## src/rtl/hif_pkg.sv

```systemverilog
package hif_pkg;
    localparam int ADDR_W = 4;

    localparam logic [ADDR_W-1:0] A_CMD    = 4'd0;
    localparam logic [ADDR_W-1:0] A_ISTAT  = 4'd1;
    localparam logic [ADDR_W-1:0] A_CNT_LO = 4'd2;
    localparam logic [ADDR_W-1:0] A_CNT_HI = 4'd3;
    localparam logic [ADDR_W-1:0] A_ACK    = 4'd4;
    localparam logic [ADDR_W-1:0] A_STATE2 = 4'd5;

    typedef enum logic [1:0] {
        XS_IDLE  = 2'd0,
        XS_ARMED = 2'd1,
        XS_DONE  = 2'd2
    } xfer_state_e;
endpackage

```

## src/rtl/hif_cmd_fifo.sv

```systemverilog
module hif_cmd_fifo #(
    parameter int DEPTH = 8,
    parameter int W     = 8
) (
    input  logic         clk,
    input  logic         rst_n,
    input  logic         push,
    input  logic [W-1:0] push_data,
    input  logic         pop_req,
    output logic [W-1:0] head,
    output logic         empty,
    output logic         overflow
);
    localparam int PTR_W = (DEPTH > 1) ? $clog2(DEPTH) : 1;
    localparam int CNT_W = PTR_W + 1;
    localparam logic [CNT_W-1:0] FULL_CNT = CNT_W'(DEPTH);
    localparam logic [PTR_W-1:0] LAST_PTR = PTR_W'(DEPTH - 1);

    logic [W-1:0]     mem [DEPTH];
    logic [PTR_W-1:0] wptr, rptr;
    logic [CNT_W-1:0] count;
    logic             full, do_push, do_pop;

    assign full    = (count == FULL_CNT);
    assign empty   = (count == '0);
    assign do_push = push && !full;
    assign do_pop  = pop_req && !empty;
    assign head    = empty ? '0 : mem[rptr];

    always_ff @(posedge clk) begin
        if (do_push) mem[wptr] <= push_data;
    end

    always_ff @(posedge clk or negedge rst_n) begin
        if (!rst_n) begin
            wptr     <= '0;
            rptr     <= '0;
            count    <= '0;
            overflow <= 1'b0;
        end else begin
            if (do_push) wptr <= (wptr == LAST_PTR) ? '0 : wptr + 1'b1;
            if (do_pop)  rptr <= (rptr == LAST_PTR) ? '0 : rptr + 1'b1;
            unique case ({do_push, do_pop})
                2'b10:   count <= count + 1'b1;
                2'b01:   count <= count - 1'b1;
                default: count <= count;
            endcase
            if (push && full) overflow <= 1'b1;
        end
    end

    assert_ovf_sticky_R4: assert property (@(posedge clk) disable iff (!rst_n)
        overflow |=> overflow);
    assert_drop_full_R4: assert property (@(posedge clk) disable iff (!rst_n)
        (push && full && !pop_req) |=> (full && $stable(wptr)));
    assert_empty_pop_R5: assert property (@(posedge clk) disable iff (!rst_n)
        (pop_req && empty && !push) |=> (empty && $stable(rptr)));
endmodule

```

## src/rtl/hif_xfer_counter.sv

```systemverilog
module hif_xfer_counter
    import hif_pkg::*;
#(
    parameter int CNT_W = 12,
    parameter int LO_W  = 8
) (
    input  logic             clk,
    input  logic             rst_n,
    input  logic             wr_lo,
    input  logic             wr_hi,
    input  logic [LO_W-1:0]  wdata,
    input  logic             byte_pulse,
    output logic [CNT_W-1:0] count,
    output logic             stop
);
    localparam int HI_W = CNT_W - LO_W;

    xfer_state_e      state, state_nx;
    logic [CNT_W-1:0] count_nx;

    always_ff @(posedge clk or negedge rst_n) begin
        if (!rst_n) begin
            state <= XS_IDLE;
            count <= '0;
        end else begin
            state <= state_nx;
            count <= count_nx;
        end
    end

    always_comb begin
        state_nx = state;
        count_nx = count;
        if (wr_lo || wr_hi) begin
            if (wr_lo) count_nx[LO_W-1:0]     = wdata;
            if (wr_hi) count_nx[CNT_W-1:LO_W] = wdata[HI_W-1:0];
            state_nx = XS_ARMED;
        end else begin
            unique case (state)
                XS_IDLE:  state_nx = XS_IDLE;
                XS_ARMED: if (byte_pulse) begin
                    if (count == '0) state_nx = XS_DONE;
                    else             count_nx = count - 1'b1;
                end
                XS_DONE:  state_nx = XS_IDLE;
                default:  state_nx = XS_IDLE;
            endcase
        end
    end

    always_comb begin
        stop = (state == XS_DONE);
    end

    assert_decrement_R7: assert property (@(posedge clk) disable iff (!rst_n)
        (state == XS_ARMED && byte_pulse && !wr_lo && !wr_hi && count != '0)
        |=> (count == $past(count) - 1'b1));
    assert_stop_at_zero_R7: assert property (@(posedge clk) disable iff (!rst_n)
        (state == XS_ARMED && byte_pulse && !wr_lo && !wr_hi && count == '0)
        |=> stop);
    assert_idle_hold_R7: assert property (@(posedge clk) disable iff (!rst_n)
        (state == XS_IDLE && !wr_lo && !wr_hi) |=> $stable(count));
endmodule

```

## src/rtl/hif_flag_bank.sv

```systemverilog
module hif_flag_bank (
    input  logic clk,
    input  logic rst_n,
    input  logic stop_pulse,
    input  logic ack_wr,
    input  logic dec_evt,
    input  logic st2_rd,
    input  logic data_busy,
    input  logic stat_busy,
    output logic xfer_n,
    output logic dec_n,
    output logic dunit_n,
    output logic sunit_n
);
    always_ff @(posedge clk or negedge rst_n) begin
        if (!rst_n) begin
            xfer_n  <= 1'b1;
            dec_n   <= 1'b1;
            dunit_n <= 1'b1;
            sunit_n <= 1'b1;
        end else begin
            if (stop_pulse)  xfer_n <= 1'b0;
            else if (ack_wr) xfer_n <= 1'b1;
            if (dec_evt)     dec_n  <= 1'b0;
            else if (st2_rd) dec_n  <= 1'b1;
            dunit_n <= !data_busy;
            sunit_n <= !stat_busy;
        end
    end

    assert_stop_sets_R8: assert property (@(posedge clk) disable iff (!rst_n)
        stop_pulse |=> !xfer_n);
    assert_ack_clears_R8: assert property (@(posedge clk) disable iff (!rst_n)
        (ack_wr && !stop_pulse) |=> xfer_n);
    assert_dec_sets_R9: assert property (@(posedge clk) disable iff (!rst_n)
        dec_evt |=> !dec_n);
    assert_st2_clears_R9: assert property (@(posedge clk) disable iff (!rst_n)
        (st2_rd && !dec_evt) |=> dec_n);
endmodule

```

## src/rtl/hif_event_unit.sv

```systemverilog
module hif_event_unit
    import hif_pkg::*;
#(
    parameter int FIFO_DEPTH = 8,
    parameter int CNT_W      = 12
) (
    input  logic        clk,
    input  logic        rst_n,
    input  logic        host_wr,
    input  logic [7:0]  host_data,
    input  logic [3:0]  mc_addr,
    input  logic        mc_rd,
    input  logic        mc_wr,
    input  logic [7:0]  mc_wdata,
    output logic [7:0]  mc_rdata,
    input  logic        xfer_byte,
    input  logic        data_busy,
    input  logic        stat_busy,
    input  logic        dec_evt,
    input  logic [7:0]  dec_status
);
    localparam int LO_W = 8;
    localparam int HI_W = CNT_W - LO_W;

    logic [7:0]       fifo_head;
    logic             fifo_empty, fifo_ovf;
    logic [CNT_W-1:0] count;
    logic             stop;
    logic             xfer_n, dec_n, dunit_n, sunit_n;
    logic             pop_req, wr_lo, wr_hi, ack_wr, st2_rd;

    assign pop_req = mc_rd && (mc_addr == A_CMD);
    assign st2_rd  = mc_rd && (mc_addr == A_STATE2);
    assign wr_lo   = mc_wr && (mc_addr == A_CNT_LO);
    assign wr_hi   = mc_wr && (mc_addr == A_CNT_HI);
    assign ack_wr  = mc_wr && (mc_addr == A_ACK);

    hif_cmd_fifo #(.DEPTH(FIFO_DEPTH), .W(8)) u_fifo (
        .clk(clk), .rst_n(rst_n),
        .push(host_wr), .push_data(host_data), .pop_req(pop_req),
        .head(fifo_head), .empty(fifo_empty), .overflow(fifo_ovf)
    );

    hif_xfer_counter #(.CNT_W(CNT_W), .LO_W(LO_W)) u_cnt (
        .clk(clk), .rst_n(rst_n),
        .wr_lo(wr_lo), .wr_hi(wr_hi), .wdata(mc_wdata),
        .byte_pulse(xfer_byte), .count(count), .stop(stop)
    );

    hif_flag_bank u_flags (
        .clk(clk), .rst_n(rst_n),
        .stop_pulse(stop), .ack_wr(ack_wr),
        .dec_evt(dec_evt), .st2_rd(st2_rd),
        .data_busy(data_busy), .stat_busy(stat_busy),
        .xfer_n(xfer_n), .dec_n(dec_n), .dunit_n(dunit_n), .sunit_n(sunit_n)
    );

    always_comb begin
        mc_rdata = '0;
        unique case (mc_addr)
            A_CMD:    mc_rdata = fifo_head;
            A_ISTAT:  mc_rdata = {2'b00, fifo_ovf, sunit_n, dunit_n, dec_n, xfer_n, fifo_empty};
            A_CNT_LO: mc_rdata = count[LO_W-1:0];
            A_CNT_HI: mc_rdata = {{(8-HI_W){1'b0}}, count[CNT_W-1:LO_W]};
            A_STATE2: mc_rdata = dec_status;
            default:  mc_rdata = '0;
        endcase
    end

    assert_cmd_flag_R3: assert property (@(posedge clk) disable iff (!rst_n)
        (host_wr && !pop_req) |=> !fifo_empty);
endmodule

```

## config.mk

```make
export PLATFORM = sky130hd
export DESIGN_NAME = hif_event_unit
export DESIGN_NICKNAME = d
export VERILOG_FILES = /design/src/rtl/hif_pkg.sv /design/src/rtl/hif_cmd_fifo.sv /design/src/rtl/hif_xfer_counter.sv /design/src/rtl/hif_flag_bank.sv /design/src/rtl/hif_event_unit.sv
export SDC_FILE = /design/constraint.sdc
export NUM_CORES = 1
export LEC_CHECK = 0
export CORE_MARGIN = 1
export CORE_UTILIZATION = 61
export CTS_CLUSTER_SIZE = 20
export DETAILED_ROUTE_END_ITERATION = 6
export PLACE_DENSITY = 0.9
export SYNTH_ARGS = -nofsm -noshare
export SYNTH_HDL_FRONTEND = slang
export SYNTH_HIERARCHICAL = 1
export SYNTH_SLANG_ARGS = --single-unit
```

## constraint.sdc

```tcl
create_clock -name clk -period 3.9 [get_ports clk]
set_input_delay 0.39 -clock clk [delete_from_list [all_inputs] [get_ports clk]]
set_output_delay 0.39 -clock clk [all_outputs]
set_load 0.01 [all_outputs]
```

==> flow_summary_export.csv <==
group,metric,value,unit
outcome,outcome,"finished, final reports clean",
clock_network,h-tree-depth,3,
setup_path,crit_slowest_cell,"dfrtp_1",
cells_and_area,layout_commonest_cell,"edfxtp_1",
synthesis,synth.distinct_cells,68,
drt,drc,0,
drt,viasPerCell,6.24,
synthesis,yosys.area.top_type,"edfxtp_1",
clock_network,clkSinkCount,93,
clock_network,cts_tree,"yes",
synthesis,ys.flop_type,"edfxtp_1",
setup_path,crit_family,"buffers and inverters",
sta,fin_crit_sh,85.3,%
die,die-area,7810,um^2
synthesis,yosysSeqAreaShare,58.3,%
sta,skew,0.00713,ns
synthesis,synthTopCellsByArea,"edfxtp_1, dfrtp_1, mux4_2",
cells_and_area,final_nets,422,
setup_path,crit_top_cell,"mux2i_1",
clock_network,clock_latency,0.35,ns
sta,hold_slack,0.429,ns
grt,grt_pass1_wl,14800,um
setup_path,worst-path-buf-inv,2,
clock_network,postCtsSetupRepairBufs,0,
cells_and_area,final_cell_mix,"edfxtp_1, clkdlybuf4s50_1, nor2_1",
setup_path,r2r_slack,1.21,ns
drt,vias,2996,
drt,finalWirelength,9630,um
sta,tightestPinTransition,0.918,ns
cells_and_area,antennaDiodeCount,0,
synthesis,netlist_area,4550,um^2
synthesis,synth_cells,324,
setup_path,worst-path-stages,7,
placement,portBuffers,44,
setup_path,cp-startpoint,"u_fifo/rptr[0]",
power,power.leakage,1.90,nW
synthesis,ys_ff_latch,93,
sta,max_slew_margin,38.5,%
setup_path,rr_endpoint,"u_fifo/count[2]",
drt,postRouteAntennaNets,0,
cells_and_area,drive_above_1_share,17.1,%
placement,gp_routability_congestion,0.861,
setup_path,cp_cell_sequence,"buf_4 -> mux4_2 -> mux2i_1 -> nor2_1 -> mux2i_1 -> o221ai_1 -> clkdlybuf4s50_1",
setup_path,r2r-start,"u_fifo/count[1]",
clock_network,cts.path.max_buffers,2,
setup_path,criticalPathCategory,"flop to output port",
power,peakVddDrop,0.395,mV
clock_network,cts_resized,0,
placement,dpl.hpwl,6830,um
die,core-area,7210,um^2
die,chipHeight,88.4,um
clock_network,hold_buffers,0,
setup_path,cp-end-kind,"output port",
sta,setup_tns,0,ns
setup_path,cpPeakStageDelay,0.70,ns
sta,min_period,3.33,ns
grt,grt-ovfl-total,0,
sta,hold_viol_final,0,
grt,track_usage,26.9,%
setup_path,worstPathRequired,3.51,ns
synthesis,synth_fp_nets,370,
synthesis,synth_top_area_share,42.2,%
hold_path,hold_class,"primary input to asynchronous set/reset pin",
clock_network,clock-root-buffer,"clkbuf_8",
die,start_util,63.1,%
synthesis,synth_edf_count,64,
setup_path,cp-endpoint,"mc_rdata[2]",
grt,grt_pass1_vias,3005,
sta,fmax,0.301,GHz
synthesis,synth.avg_cell_area,14.0,um^2
sta,setup-violations-final,0,
power,power_density,597,nW/um^2
grt,antenna_found_initial,0,
sta,rsz0062_at_grt,"no",
die,pin_count,45,
setup_path,cp.arrival,2.94,ns
setup_path,crit_fanout,11,
sta,slew_violations,0,
clock_network,cts_made_buffers,9,
die,die_x,88.4,um
synthesis,ys_async_sr_fraction,31.2,%
setup_path,start_kind,"flop",
grt,grt_start_max_net_pins,30,
synthesis,ys_warn_count,6,
drt,avgRoutedWirePerCell,20.1,um
drt,drtIter0Drc,193,
setup_path,r2r_cells,10,
clock_network,cts.clk_slew.worst_paths,0.09,ns
job,drv_cap,0,
cells_and_area,syn_to_final_growth,16.5,%
drt,first_pass_iters,5,
die,rows,31,
through the flow:
| stage | worst slack (ns) | instance area, um^2 | utilization, % | total power, mW | instances |
|---|---|---|---|---|---|
| 5_1_grt | 0.359 | 5300 | 73.4 | 3.33 | 480 |
| 6_report | 0.572 | 5300 | 73.4 | 3.17 | 480 |
| 2_1_floorplan | 1.53 | 4550 | - | 2.20 | 324 |
| 3_5_place_dp | 0.703 | 5090 | 70.6 | 2.52 | 464 |
| 3_3_place_gp | 0.784 | 5090 | 70.6 | 2.45 | 464 |
| 4_1_cts | 0.522 | 5300 | 73.4 | 3.18 | 480 |
state kept, by name, indices dropped and copies added (netlist names):
signal / cells
u_fifo/overflow: 1
u_fifo/count: 4
u_flags/xfer_n: 1
u_fifo/rptr: 3
u_flags/sunit_n: 1
u_cnt/state: 2
u_fifo/wptr: 3
u_cnt/count: 12
u_flags/dec_n: 1
u_fifo/mem: 64
u_flags/dunit_n: 1
how the worst min path moves through the flow:
stage / start / end / slack (ns)
floorplan: rst_n / u_cnt/count[0] / 0.09
global placement: u_flags/xfer_n / u_flags/xfer_n / 0.51
detailed placement: u_flags/xfer_n / u_flags/xfer_n / 0.52
CTS: rst_n / u_cnt/count[6] / 0.43
global route: rst_n / u_fifo/wptr[0] / 0.45
finish: rst_n / u_cnt/count[4] / 0.43
cells in the mapped netlist, types with 4 or more instances:
library cell,count
inv_1,7
mux4_2,16
xor2_1,5
o21ai_0,9
dfstp_2,4
o31ai_1,4
a21oi_1,4
edfxtp_1,64
nor3_1,12
or3_1,4
nand2_1,22
a31oi_1,6
nor4_1,4
nand3_1,4
mux2i_1,18
o221ai_1,4
ha_1,9
dfrtp_1,25
nor2_1,28
metal layers:
| layer | global-route usage, % | wire (um) | vias to the layer above |
|---|---|---|---|
| li1 | - | - | 1378 |
| met1 | 29.8 | 3770 | 1462 |
| met2 | 49.7 | 5130 | 139 |
| met3 | 5.69 | 527 | 17 |
| met4 | 11.7 | 201 | 0 |
| met5 | 0 | 0 | - |
where the power goes:
part           internal, mW  leakage, nW  switching (mW)
sequential             1.28        0.920           0.294
clock                 0.311        0.105           0.347
combinational         0.494        0.879           0.444
final cells by class:
type                    count  area, um^2
flip-flops and latches     93        2650
well taps                  99         124
inverters                   8        30.0
multi-input cells         211        1780
clock buffers              10         128
fillers                   467        1920
repair buffers             53         508
clock inverters             6        78.8
worst reg2reg max path, stage by stage, from the launching register on:
cell and delay, ns:
dfrtp_1 0.48, nor4_4 0.59, nand2b_4 0.29, inv_1 0.08, ha_1 0.24, xor2_1 0.16, ha_1 0.20, a21oi_1 0.14
xor2_1 0.16, nor2_1 0.07, xor2_1 0.14
logic make-up (layout without fill, tap and decap cells):
| family | Yosys count | after routing | share of synthesized area [%] |
|---|---|---|---|
| adders and majority gates | 9 | 9 | 2.48 |
| xor gates and xnor gates | 7 | 7 | 1.35 |
| buffers and inverters | 20 | 77 | 2.61 |
| AOI/OAI and AO/OA | 50 | 50 | 8.33 |
| and+or+nand+nor | 107 | 107 | 13.9 |
| muxes | 38 | 38 | 13.0 |
| DFF | 93 | 93 | 58.3 |
(Power assumes the default switching activity.)
